`config.mk`:
```
export PLATFORM = sky130hd
export DESIGN_NAME = bridge_fault_ctrl
export DESIGN_NICKNAME = d
export VERILOG_FILES = /design/src/rtl/bfc_pkg.sv /design/src/rtl/bfc_sync.sv /design/src/rtl/bfc_ovc_latch.sv /design/src/rtl/bfc_home_gen.sv /design/src/rtl/bridge_fault_ctrl.sv
export SDC_FILE = /design/constraint.sdc
export NUM_CORES = 1
export LEC_CHECK = 0
export BUFFER_PORTS_ARGS = -buffer_cell sky130_fd_sc_hd__buf_4
export CAP_MARGIN = 20
export CORE_MARGIN = 10
export CORE_UTILIZATION = 54
export CTS_BUF_LIST = sky130_fd_sc_hd__clkbuf_8
export CTS_CLUSTER_SIZE = 40
export DETAILED_ROUTE_END_ITERATION = 12
export GPL_ROUTABILITY_DRIVEN = 0
export GPL_TIMING_DRIVEN = 0
export PLACE_DENSITY = 0.78
export SYNTH_ARGS = -nofsm -noshare
export SYNTH_HDL_FRONTEND = slang
export SYNTH_SLANG_ARGS = --single-unit
```
`constraint.sdc`:
```
create_clock -name clk -period 1.58 [get_ports clk]
set_clock_uncertainty 0.05 [all_clocks]
set_input_delay 0.079 -clock clk [delete_from_list [all_inputs] [get_ports clk]]
set_output_delay 0.079 -clock clk [all_outputs]
set_load 0.01 [all_outputs]
```
`src/rtl/bfc_pkg.sv`:
```
package bfc_pkg;
    // bit positions of the single-bit controls in the synchroniser bundle
    localparam int IDX_EN_N    = 0;
    localparam int IDX_SLEEP_N = 1;
    localparam int IDX_RESET_N = 2;
    localparam int IDX_OVT     = 3;
    localparam int IDX_UV      = 4;
    localparam int CTRL_W      = 5;
    // safe values seen before the first synchronised sample
    localparam logic [CTRL_W-1:0] CTRL_RST = 5'b00011; // en_n=1, sleep_n=1, reset_n=0, no faults
endpackage

```
`src/rtl/bfc_sync.sv`:
```
module bfc_sync #(
    parameter int W = 1,
    parameter int STAGES = 2,
    parameter logic [W-1:0] RST_VAL = '0
) (
    input  logic         clk,
    input  logic         rst_n,
    input  logic [W-1:0] async_i,
    output logic [W-1:0] sync_o
);
    logic [W-1:0] stage_q [STAGES];

    for (genvar s = 0; s < STAGES; s++) begin : g_stage
        always_ff @(posedge clk or negedge rst_n) begin
            if (!rst_n) begin
                stage_q[s] <= RST_VAL;
            end else begin
                if (s == 0) stage_q[s] <= async_i;
                else        stage_q[s] <= stage_q[(s == 0) ? 0 : s-1];
            end
        end
    end

    assign sync_o = stage_q[STAGES-1];
endmodule

```
`src/rtl/bfc_ovc_latch.sv`:
```
module bfc_ovc_latch #(
    parameter int NB = 2
) (
    input  logic          clk,
    input  logic          rst_n,
    input  logic          awake,
    input  logic          en_n,
    input  logic [NB-1:0] ovc,
    output logic [NB-1:0] lat_d_o,
    output logic [NB-1:0] lat_q_o
);
    typedef struct packed {
        logic [NB-1:0] lat;
        logic          armed;
        logic          en_prev;
    } st_t;

    st_t st_d, st_q;

    always_comb begin
        st_d = st_q;
        st_d.en_prev = en_n;
        if (awake) begin
            if (|ovc) begin
                st_d.armed = 1'b0;
            end else if (en_n && !st_q.en_prev) begin
                st_d.armed = 1'b1;
            end else if (!en_n && st_q.en_prev && st_q.armed) begin
                st_d.lat   = '0;
                st_d.armed = 1'b0;
            end
            st_d.lat = st_d.lat | ovc;
        end
    end

    always_ff @(posedge clk or negedge rst_n) begin
        if (!rst_n) begin
            st_q <= '{lat: '0, armed: 1'b0, en_prev: 1'b1};
        end else begin
            st_q <= st_d;
        end
    end

    assign lat_d_o = st_d.lat;
    assign lat_q_o = st_q.lat;

    for (genvar b = 0; b < NB; b++) begin : g_chk

        latch_set_chk: assert property (@(posedge clk) disable iff (!rst_n)
            (awake && ovc[b]) |=> st_q.lat[b]);

        latch_hold_chk: assert property (@(posedge clk) disable iff (!rst_n)
            (st_q.lat[b] && !(awake && !en_n && st_q.en_prev)) |=> st_q.lat[b]);
    end
endmodule

```
`src/rtl/bfc_home_gen.sv`:
```
module bfc_home_gen #(
    parameter int NF = 3
) (
    input  logic          clk,
    input  logic          rst_n,
    input  logic          awake,
    input  logic          hold,
    input  logic [NF-1:0] faults,
    output logic          home_o
);
    typedef struct packed {
        logic [NF-1:0] prev;
        logic          home;
    } st_t;

    st_t st_d, st_q;

    always_comb begin
        st_d.prev = awake ? faults : '0;
        st_d.home = awake && (hold || (|(faults & ~st_q.prev)));
    end

    always_ff @(posedge clk or negedge rst_n) begin
        if (!rst_n) begin
            st_q <= '{prev: '0, home: 1'b1};
        end else begin
            st_q <= st_d;
        end
    end

    assign home_o = st_q.home;


    home_hold_chk: assert property (@(posedge clk) disable iff (!rst_n)
        (awake && hold) |=> home_o);
endmodule

```
`src/rtl/bridge_fault_ctrl.sv`:
```
module bridge_fault_ctrl
    import bfc_pkg::*;
#(
    parameter int NUM_BRIDGES = 2,
    parameter int SYNC_STAGES = 2
) (
    input  logic                   clk,
    input  logic                   rst_n,
    input  logic                   en_n_i,
    input  logic                   sleep_n_i,
    input  logic                   reset_n_i,
    input  logic [NUM_BRIDGES-1:0] ovc_i,
    input  logic                   ovt_i,
    input  logic                   uv_i,
    output logic [NUM_BRIDGES-1:0] drive_en_o,
    output logic                   home_rst_o,
    output logic                   ignore_in_o,
    output logic [NUM_BRIDGES-1:0] ovc_latched_o,
    output logic                   clk_stop_o
);
    localparam int BUS_W = CTRL_W + NUM_BRIDGES;
    localparam int NF    = NUM_BRIDGES + 2;
    localparam logic [BUS_W-1:0] BUS_RST = {{NUM_BRIDGES{1'b0}}, CTRL_RST};

    logic [BUS_W-1:0]       bus_async, bus_sync;
    logic                   s_en_n, s_sleep_n, s_reset_n, s_ovt, s_uv;
    logic [NUM_BRIDGES-1:0] s_ovc, lat_d, lat_q;
    logic                   home;

    assign bus_async = {ovc_i, uv_i, ovt_i, reset_n_i, sleep_n_i, en_n_i};

    bfc_sync #(.W(BUS_W), .STAGES(SYNC_STAGES), .RST_VAL(BUS_RST)) u_sync (
        .clk(clk), .rst_n(rst_n), .async_i(bus_async), .sync_o(bus_sync)
    );

    assign s_en_n    = bus_sync[IDX_EN_N];
    assign s_sleep_n = bus_sync[IDX_SLEEP_N];
    assign s_reset_n = bus_sync[IDX_RESET_N];
    assign s_ovt     = bus_sync[IDX_OVT];
    assign s_uv      = bus_sync[IDX_UV];
    assign s_ovc     = bus_sync[BUS_W-1:CTRL_W];

    bfc_ovc_latch #(.NB(NUM_BRIDGES)) u_latch (
        .clk(clk), .rst_n(rst_n), .awake(s_sleep_n), .en_n(s_en_n),
        .ovc(s_ovc), .lat_d_o(lat_d), .lat_q_o(lat_q)
    );

    bfc_home_gen #(.NF(NF)) u_home (
        .clk(clk), .rst_n(rst_n), .awake(s_sleep_n),
        .hold(!s_reset_n || s_uv), .faults({s_ovc, s_ovt, s_uv}),
        .home_o(home)
    );

    typedef struct packed {
        logic [NUM_BRIDGES-1:0] drive;
        logic                   ignore;
        logic                   clkstop;
    } out_t;

    out_t out_d, out_q;

    always_comb begin
        for (int b = 0; b < NUM_BRIDGES; b++) begin
            out_d.drive[b] = s_sleep_n && !s_en_n && s_reset_n && !s_ovt && !s_uv && !lat_d[b];
        end
        out_d.ignore  = !s_sleep_n || !s_reset_n || s_uv;
        out_d.clkstop = !s_sleep_n;
    end

    always_ff @(posedge clk or negedge rst_n) begin
        if (!rst_n) begin
            out_q <= '{drive: '0, ignore: 1'b1, clkstop: 1'b0};
        end else begin
            out_q <= out_d;
        end
    end

    assign drive_en_o    = out_q.drive;
    assign ignore_in_o   = out_q.ignore;
    assign clk_stop_o    = out_q.clkstop;
    assign ovc_latched_o = lat_q;
    assign home_rst_o    = home;


    latched_quiet_chk: assert property (@(posedge clk) disable iff (!rst_n)
        (drive_en_o & ovc_latched_o) == '0);

    thermal_off_chk: assert property (@(posedge clk) disable iff (!rst_n)
        s_ovt |=> (drive_en_o == '0));

    sleep_quiet_chk: assert property (@(posedge clk) disable iff (!rst_n)
        clk_stop_o |-> ((drive_en_o == '0) && ignore_in_o && !home_rst_o));
endmodule

```
==> results.cfg, run 1 <==
[clock_tree]
cts_tree = yes
htreeDepth = 1
ctsResizeCount = 0
holdBufCountCts = 8
insertion_delay_ns = 0.26
clock_sinks = 26
clkTransAtPathRegs_ns = 0.08
clk_path_buf_depth = 2
cts_setup_buffers = 0
numCtsBuffers = 3
cts-root-buf = clkbuf_8

[routing]
vias_per_cell = 4.906
drt_iter0_markers = 0
vias = 471
drt-total-wl_um = 1154
ant_nets = 0
wl_per_cell_um = 12.02
first_pass_iters = 1
drc = 0

[critical_path]
critPathMaxFanout = 6
worstReg2RegStart = u_sync.sync_o[1]$_DFF_PN1_
crit_path_max_incr_delay_ns = 0.58
crit_arrival_ns = 1.40
crit_chain = and2b_1 > nand4_2 > a211oi_1
crit_path_start = u_sync.sync_o[1]$_DFF_PN1_
crit_slowest_cell = dfstp_2
worst-setup-path-type = reg -> reg
cp.required_ns = 1.70
start_kind = flip-flop
critPathCaptureType = flip-flop

[synthesis]
ys_seq_area_share_pct = 79.25
synthDistinctLibCells = 22
syn_inst = 53
ys_ff_latch = 26
ys_warn_count = 0
avgSynthCellArea_um2 = 15.70
netlist_area_um2 = 832.0
synth_nets = 62

[place]
dp_slack_ns = 0.3058
placed_cells = 84
hpwlAfterDp_um = 815.5
port_buffers = 15

[run]
cap_violations = 0

[finish]
layout_common_cells = dfrtp_1, buf_4, dlygate4sd3_1
syn_to_final_growth_pct = 30.98
drive_gt1_share_pct = 41.25
final_cells = 96
fin_nets = 90
n_fill_cell = 98
final_common_cell = dfrtp_1
num_antenna_cells = 0

[pwr]
ir_worst_vdd_v = 0.0008907
seqPwrFrac_pct = 62.6
internal-power_uw = 920.2
swShare_pct = 19.53
pwr-share-comb_pct = 6.8
p_sw_uw = 223.3
power.density_mw_per_mm2 = 1049
p_leak_nw = 0.5111
clkPwrFrac_pct = 30.6

[min_path]
hp-class = in -> async

[floorplanning]
dieArea_mm2 = 0.003511
die_h_um = 59.26
die_w_um = 59.26
core-area_mm2 = 0.001489
initial_utilization_pct = 55.88
rows = 14
io_pins = 16

[global_route]
grt_pass1_wl_um = 2221
grt_max_degree = 27
grt-ovfl-total = 0
grt_usage_pct = 8.195
grt_pass1_vias = 532
antenna_found_initial = 0

[timing]
tns_ns = 0
grt_setup_unrepaired = no
max_freq_ghz = 0.7861
slew_violations = 0
slew_headroom_pct = 79.95
setup_viol_count_final = 0
min_period_over_period_pct = 80.51
worst_slew_pin_slew_ns = 0.3008
hold_violations = 0
fin_ws_ns = 0.3079
min_period_ns = 1.272

[outcome]
outcome = complete, no violations
-- cell type report --
cell class	instances	area, µm²	area share [%]
Buffer	2	15.01	1.378
Clock buffer	3	41.29	3.789
Clock inverter	1	3.754	0.3444
Inverter	4	15.01	1.378
Multi-Input combinational cell	21	142.6	13.09
Sequential cell	26	659.4	60.50
Tap cell	16	20.02	1.837
Timing Repair Buffer	23	192.7	17.68
-- through the flow --
stage / utilization, % / power, mW / instance area, µm² / hold WS, ns
after floorplan: - / 0.7510 / 832.0 / -0.2666
after global placement: 64.79 / 0.7887 / 964.7 / -0.06026
after detailed placement: 64.79 / 0.7927 / 964.7 / -0.05580
after CTS: 73.19 / 1.165 / 1090 / 0.1964
after global routing: 73.19 / 1.203 / 1090 / 0.2186
final: 73.19 / 1.143 / 1090 / 0.1935
-- power groups by stage --
stage | Clock, mW | Sequential (mW) | Combinational [mW]
2_1_floorplan | 0 | 0.728 | 0.0234
3_3_place_gp | 0 | 0.726 | 0.0622
3_5_place_dp | 0 | 0.728 | 0.0643
4_1_cts | 0.369 | 0.716 | 0.0798
5_1_grt | 0.394 | 0.721 | 0.0882
6_report | 0.350 | 0.716 | 0.0779
-- critical path: cells and delay by family (launching register included) --
kind             cells  cell delay, ns
AO/OA/AOI/OAI        1            0.24
flip-flops           1            0.58
AND/OR/NAND/NOR      2            0.32
-- registers in the layout, indices dropped and copies added, names as in the netlist --
signal	cells
clk_stop_o	1
drive_en_o	2
ignore_in_o	1
u_home.home_o	1
u_home.st_q	3
u_latch.lat_q_o	2
u_latch.st_q	2
u_sync.stage_q	7
u_sync.sync_o	7
-- Yosys cell counts, drive strengths merged --
| master | number | area, µm² |
|---|---|---|
| or2 | 1 | 6.260 |
| dfstp | 7 | 183.9 |
| nand2b | 1 | 6.260 |
| nand2 | 1 | 3.750 |
| o31a | 1 | 10.01 |
| inv | 4 | 15.01 |
| buf | 2 | 15.01 |
| nand4 | 1 | 12.51 |
| dfrtp | 19 | 475.5 |
| o21ai | 1 | 5.000 |
| o21a | 2 | 15.01 |
| and2 | 1 | 7.510 |
| nand3b | 1 | 7.510 |
| nor2b | 1 | 6.260 |
| nor2 | 3 | 13.77 |
| a211oi | 2 | 15.01 |
| o22ai | 1 | 6.260 |
| a21oi | 1 | 5.000 |
| and2b | 2 | 16.27 |
| a31oi | 1 | 6.260 |
-- worst paths after layout --
kind,to,slack (ns),depth (start not counted)
worst max register to register,drive_en_o[1]$_DFF_PN0_,0.31,3
worst min-delay path,drive_en_o[0]$_DFF_PN0_,0.19,2
worst min register to register,u_sync.sync_o[4]$_DFF_PN0_,0.30,0
worst max-delay path,drive_en_o[1]$_DFF_PN0_,0.31,3
min in group clk,u_sync.sync_o[4]$_DFF_PN0_,0.30,0
max in group asynchronous,u_sync.stage_q[7]$_DFF_PN1_,1.00,2
-- layer usage --
layer	vias to the layer above	part of all wire [%]	GRT usage (%)
met2	18	44	12.33
met4	0	2.3	4.918
li1	226	-	-
met5	-	0	0
met3	5	14	5.150
met1	222	40	8.387
-- logic make-up after synthesis --
logic type	after synthesis	share of synthesized area, %
simple gates	12	9.627
buf+inv	6	3.608
flops	26	79.25
compound gates	9	7.518
(Power assumes the default switching activity.)
==> inputs of run 2 (changes only) <==
--- a/config.mk
+++ b/config.mk
@@ -5,16 +5,17 @@
 export SDC_FILE = /design/constraint.sdc
 export NUM_CORES = 1
 export LEC_CHECK = 0
+export ABC_AREA = 1
 export BUFFER_PORTS_ARGS = -buffer_cell sky130_fd_sc_hd__buf_4
 export CAP_MARGIN = 20
 export CORE_MARGIN = 10
-export CORE_UTILIZATION = 54
+export CORE_UTILIZATION = 50
 export CTS_BUF_LIST = sky130_fd_sc_hd__clkbuf_8
 export CTS_CLUSTER_SIZE = 40
 export DETAILED_ROUTE_END_ITERATION = 12
 export GPL_ROUTABILITY_DRIVEN = 0
 export GPL_TIMING_DRIVEN = 0
-export PLACE_DENSITY = 0.78
+export PLACE_DENSITY = 0.76
 export SYNTH_ARGS = -nofsm -noshare
 export SYNTH_HDL_FRONTEND = slang
 export SYNTH_SLANG_ARGS = --single-unit
==> constraint.sdc (replaced) <==
create_clock -name clk -period 1.05 [get_ports clk]
set_clock_uncertainty 0.05 [all_clocks]
set_input_delay 0.0525 -clock clk [delete_from_list [all_inputs] [get_ports clk]]
set_output_delay 0.0525 -clock clk [all_outputs]
set_load 0.01 [all_outputs]
==> run 2 against run 1 <==
Effect of this change:
- the flow now finishes with violations (negative setup slack)
- non-clock buffer count grew 6
- sequential cell count grew 1
- critical path depth grew 3
- clock-buffer cell count is the same
- first-iteration DRC count grew 7
- critical path type unchanged
- sequential power grew 56%
- final cell count grew 34%
- maximum frequency grew 10%
- sequential share of layout area shrank 4.7 points
==> results.cfg, run 2 <==
[synthesis]
netlist_area_um2 = 892.1
synth-edff-count = 0
synth_largest_area_cell = dfrtp_1
synthDistinctLibCells = 13
ys_warn_count = 0
ys_seq_area_share_pct = 76.72
synth_top_area_share_pct = 56.10
avgSynthCellArea_um2 = 12.56
ys.flop_type = dfrtp_1
async_flop_share_pct = 100.0
syn_inst = 71
ys_ff_latch = 27
yosysMostFrequentCell = dfrtp_1
synthTopCellsByArea = dfrtp_1, dfstp_2, nand2_1
synth_nets = 80
synth_common_cells = dfrtp_1, nand2_1, inv_1, dfstp_2, nor2_1

[critical_path]
crit_arrival_ns = 1.31
critPathCaptureType = flip-flop
start_kind = flip-flop
crit_chain = nand2_1 > nor2_1 > nand2_2 > nand2_2 > nand2_2 > nor2_2
worst-setup-path-type = reg -> reg
crit_slowest_cell = dfstp_2
critPathMaxFanout = 2
cpMostUsedCell = nand2_2
crit_path_max_incr_delay_ns = 0.54
cp.required_ns = 1.20

[outcome]
violations = negative setup slack
outcome = finished, violations left

[timing]
fin_ws_ns = -0.1063
grt_setup_unrepaired = yes
min_period_over_period_pct = 110.1
worst_slew_pin_slew_ns = 0.3174
tns_ns = -0.4157
hold_violations = 0
max_freq_ghz = 0.8649
slew_violations = 0
holdWs_ns = 0.1799
setup_viol_count_final = 5
min_period_ns = 1.156
slew_headroom_pct = 78.84

[global_route]
grt_usage_pct = 7.975
grt_max_degree = 28
grt_pass1_wl_um = 2525
grt-ovfl-total = 0
grt_pass1_vias = 585
antenna_found_initial = 0

[clock_tree]
insertion_delay_ns = 0.26
cts_tree = yes
clkTransAtPathRegs_ns = 0.08
numCtsBuffers = 3
htreeDepth = 1
cts-root-buf = clkbuf_8
clk_path_buf_depth = 2
clock_sinks = 27

[pwr]
internal-power_mw = 1.432
p_sw_uw = 371.1
pwr-share-comb_pct = 7.8
clkPwrFrac_pct = 30.2
p_leak_nw = 0.6062
p_total_mw = 1.803
power.density_mw_per_mm2 = 1470
swShare_pct = 20.59
seqPwrFrac_pct = 61.9
ir_worst_vdd_v = 0.001206

[finish]
drive_gt1_share_pct = 47.12
syn_to_final_growth_pct = 37.45
final_common_cell = buf_4
utilization_pct = 71.79
layout_common_cells = buf_4, dfrtp_1, inv_1
fin_nets = 114
n_fill_cell = 115
num_antenna_cells = 0

[floorplanning]
rows = 15
die_w_um = 62.24
die_h_um = 62.24
dieArea_mm2 = 0.003874
core-area_mm2 = 0.001708
initial_utilization_pct = 52.23
io_pins = 16

[min_path]
hp-class = in -> async

[routing]
vias = 557
ant_nets = 0
wl_per_cell_um = 11.34
drc = 0
drt-total-wl_um = 1463
drt_iter0_markers = 7
first_pass_iters = 2
vias_per_cell = 4.318

[place]
port_buffers = 15
dp_slack_ns = -0.08276
hpwlAfterDp_um = 942.6

[run]
cap_violations = 0
==> run 2: cell types whose count changed after synthesis, moves of 2 or more <==
cell      delta
inv_2        +3
o21a_1       -2
o21ai_1      +2
nand2_2      +6
a211oi_1     -2
inv_1        +5
nand2_1      +9
nor2_1       +5
==> run 2: layer usage <==
| layer | wire length [µm] | vias to the layer above | global-route usage, % |
|---|---|---|---|
| met1 | 566 | 267 | 7.799 |
| met5 | 0 | - | 0 |
| met2 | 758 | 13 | 13.08 |
| li1 | - | 275 | - |
| met3 | 113 | 2 | 3.943 |
| met4 | 25 | 0 | 5.143 |
==> run 2: path summary, 6_finish.rpt <==
path                       slack, ns                         start                    endpoint  cells past startpoint
max in group asynchronous       0.47                         rst_n     u_home.home_o$_DFF_PN1_                      2
min in group clk                0.30  u_sync.stage_q[10]$_DFF_PN0_  u_sync.sync_o[3]$_DFF_PN0_                      0
hold reg to reg                 0.30  u_sync.stage_q[10]$_DFF_PN0_  u_sync.sync_o[3]$_DFF_PN0_                      0
setup / recovery               -0.11     u_latch.st_q[0]$_DFF_PN1_     drive_en_o[1]$_DFF_PN0_                      6
hold / removal                  0.18                         rst_n    u_home.st_q[3]$_DFF_PN0_                      2
setup reg to reg               -0.11     u_latch.st_q[0]$_DFF_PN1_     drive_en_o[1]$_DFF_PN0_                      6
==> run 2: critical path, delay by kind of cell, from the launching register on <==
family / cells / cell delay [ns]
simple gates: 6 / 0.51
flops: 1 / 0.54
==> run 2: what timing repair did <==
| action | 4_1_cts | 5_1_grt |
|---|---|---|
| gates cloned | 0 | 0 |
| endpoints found under the hold margin | 34 | 0 |
| buffers inserted | 1 | 5 |
| hold buffers | 8 | 0 |
| resized for setup | 0 | 7 |
| setup endpoints to repair | 4 | 8 |
==> run 2: per-stage QoR <==
step                area [µm²]  std cells
floorplan                892.1         71
global placement          1036        111
detailed placement        1036        111
CTS                       1169        124
global route              1226        129
finish                    1226        129
==> run 2: cell families after synthesis <==
logic type / share of synthesized area (%)
AO/OA/AOI/OAI: 2.524
AND/OR/NAND/NOR: 14.03
buffers and inverters: 6.731
flip-flops: 76.72
==> run 2: final cells by class <==
| cell class | instances | area [µm²] | area share [%] |
|---|---|---|---|
| plain buffers | 2 | 18.77 | 1.531 |
| clock buffers | 3 | 41.29 | 3.367 |
| repair buffers | 29 | 241.5 | 19.69 |
| well taps | 25 | 31.28 | 2.551 |
| clock inverters | 1 | 3.754 | 0.3061 |
| flip-flops and latches | 27 | 684.4 | 55.82 |
| multi-input cells | 30 | 157.7 | 12.86 |
| inverters | 12 | 47.55 | 3.878 |
==> run 2: power groups by stage <==
stage	clock network [mW]	logic (mW)	registers, mW
floorplan	0	0.0388	1.13
global placement	0	0.0973	1.13
detailed placement	0	0.100	1.13
CTS	0.560	0.127	1.12
global route	0.602	0.158	1.12
finish	0.545	0.141	1.12
==> inputs of run 3 (changes only) <==
--- a/config.mk
+++ b/config.mk
@@ -5,17 +5,16 @@
 export SDC_FILE = /design/constraint.sdc
 export NUM_CORES = 1
 export LEC_CHECK = 0
-export ABC_AREA = 1
 export BUFFER_PORTS_ARGS = -buffer_cell sky130_fd_sc_hd__buf_4
 export CAP_MARGIN = 20
 export CORE_MARGIN = 10
-export CORE_UTILIZATION = 50
+export CORE_UTILIZATION = 54
 export CTS_BUF_LIST = sky130_fd_sc_hd__clkbuf_8
 export CTS_CLUSTER_SIZE = 40
 export DETAILED_ROUTE_END_ITERATION = 12
 export GPL_ROUTABILITY_DRIVEN = 0
 export GPL_TIMING_DRIVEN = 0
-export PLACE_DENSITY = 0.76
+export PLACE_DENSITY = 0.78
 export SYNTH_ARGS = -nofsm -noshare
 export SYNTH_HDL_FRONTEND = slang
 export SYNTH_SLANG_ARGS = --single-unit
==> constraint.sdc (replaced) <==
create_clock -name clk -period 1.3 [get_ports clk]
set_clock_uncertainty 0.05 [all_clocks]
set_input_delay 0.065 -clock clk [delete_from_list [all_inputs] [get_ports clk]]
set_output_delay 0.065 -clock clk [all_outputs]
set_load 0.01 [all_outputs]
==> run 3 against run 2 <==
Effect of this change:
- the run now ends clean
- sequential share of layout area is 3.2 points higher
- power is 23% lower
- final area is 8.9% lower
- critical path depth is 3 lower
- clock power is 22% lower
- non-clock buffer count is 5 lower
- sequential power is 22% lower
- critical endpoint unchanged
- largest power group unchanged
==> results.cfg, run 3 (synthesis gave the netlist of run 1 again) <==
[outcome]
outcome = complete, no violations

[global_route]
grt_pass1_wl_um = 2221
antenna_found_initial = 0
grt_usage_pct = 8.195
grt_pass1_vias = 532
grt_max_degree = 27
grt-ovfl-total = 0

[routing]
vias = 485
drt_iter0_markers = 0
drt-total-wl_um = 1184
wl_per_cell_um = 12.21
drc = 0
ant_nets = 0
first_pass_iters = 1
vias_per_cell = 5.000

[critical_path]
ff2ff_setup_slack_ns = 0.07
critPathCaptureType = flip-flop
start_kind = flip-flop
cp_top_family = flip-flops
cp.required_ns = 1.43
path_buf_inv = 0
crit_slowest_cell = dfstp_2
critPathMaxFanout = 5
crit_path_max_incr_delay_ns = 0.56
worst-setup-path-type = reg -> reg
crit_chain = and2b_2 > nand4_4 > a211oi_2
crit_arrival_ns = 1.36

[floorplanning]
initial_utilization_pct = 55.88
die_w_um = 59.26
core-area_mm2 = 0.001489
die_h_um = 59.26
dieArea_mm2 = 0.003511
rows = 14
io_pins = 16

[timing]
min_period_ns = 1.228
setup_viol_count_final = 0
grt_setup_unrepaired = no
worst_slew_pin_slew_ns = 0.3023
hold_violations = 0
slew_violations = 0
slew_headroom_pct = 79.84
max_freq_ghz = 0.8141
tns_ns = 0
min_period_over_period_pct = 94.49

[run]
cap_violations = 0

[pwr]
power.density_mw_per_mm2 = 1250
ir_worst_vdd_v = 0.001085
p_leak_nw = 0.5129
p_total_mw = 1.397

[finish]
final_cells = 97
utilization_pct = 75.04
layout_common_cells = dfrtp_1, buf_4, dlygate4sd3_1
num_antenna_cells = 0
syn_to_final_growth_pct = 34.29
n_fill_cell = 99
final_common_cell = dfrtp_1
drive_gt1_share_pct = 45.68
fin_nets = 91
fin_area_mm2 = 0.001117

[clock_tree]
clkTransAtPathRegs_ns = 0.08
clk_path_buf_depth = 2
clock_sinks = 26
cts_tree = yes
insertion_delay_ns = 0.26
cts-root-buf = clkbuf_8
htreeDepth = 1
numCtsBuffers = 3

[place]
port_buffers = 15
placed_cells = 84
hpwlAfterDp_um = 815.5
placed_cell_area_um2 = 964.7

[min_path]
hp-class = in -> async
## run 3: changes by cell type in the layout (fill, tap and decap cells not counted), sizes merged, moves of 2 or more
cell	delta
and2b	+2
inv	-8
nand2	-15
a211oi	+2
nor2	-7
o21a	+2
buf	-5
## run 3: metal layers
layer,GRT usage (%),part of all wire [%],vias to the layer above
met2,12.33,44,18
met1,8.387,40,232
met4,4.918,2.3,0
li1,-,-,230
met5,0,0,-
met3,5.150,13,5
## run 3: layout make-up
type	instances	area, µm²	area share (%)
plain buffers	2	15.01	1.344
repair buffers	24	200.2	17.92
flip-flops and latches	26	659.4	59.01
inverters	4	15.01	1.344
well taps	16	20.02	1.792
multi-input cells	21	162.7	14.56
clock inverters	1	3.754	0.3359
clock buffers	3	41.29	3.695
## run 3: power by group
part	leakage [nW]	internal (mW)	total, mW	switching [mW]
logic	0.186	0.0564	0.100	0.0440
clock network	0.0269	0.211	0.425	0.214
registers	0.300	0.854	0.871	0.0175
total	0.513	1.12	1.40	0.276
## run 3: what timing repair did
item                       in CTS  in global routing
hold endpoints to repair       33                  0
resized for setup               0                  4
setup buffers                   0                  1
hold buffers                    8                  0
setup endpoints to repair       0                  2
## run 3: stage by stage
stage / worst slack, ns / hold WS, ns
floorplan: 0.1199 / -0.2806
global placement: 0.04501 / -0.07426
detailed placement: 0.02577 / -0.06980
CTS: 0.01183 / 0.1824
global route: 0.0003216 / 0.2046
finish: 0.07161 / 0.1800
## run 3: path summary, 6_finish.rpt
kind,start,end,cells after the start
max in group asynchronous,rst_n,u_sync.stage_q[7]$_DFF_PN1_,2
max,u_sync.sync_o[1]$_DFF_PN1_,drive_en_o[1]$_DFF_PN0_,3
min in group clk,u_sync.stage_q[11]$_DFF_PN0_,u_sync.sync_o[4]$_DFF_PN0_,0
max reg2reg,u_sync.sync_o[1]$_DFF_PN1_,drive_en_o[1]$_DFF_PN0_,3
min reg2reg,u_sync.stage_q[11]$_DFF_PN0_,u_sync.sync_o[4]$_DFF_PN0_,0
min,rst_n,drive_en_o[0]$_DFF_PN0_,2
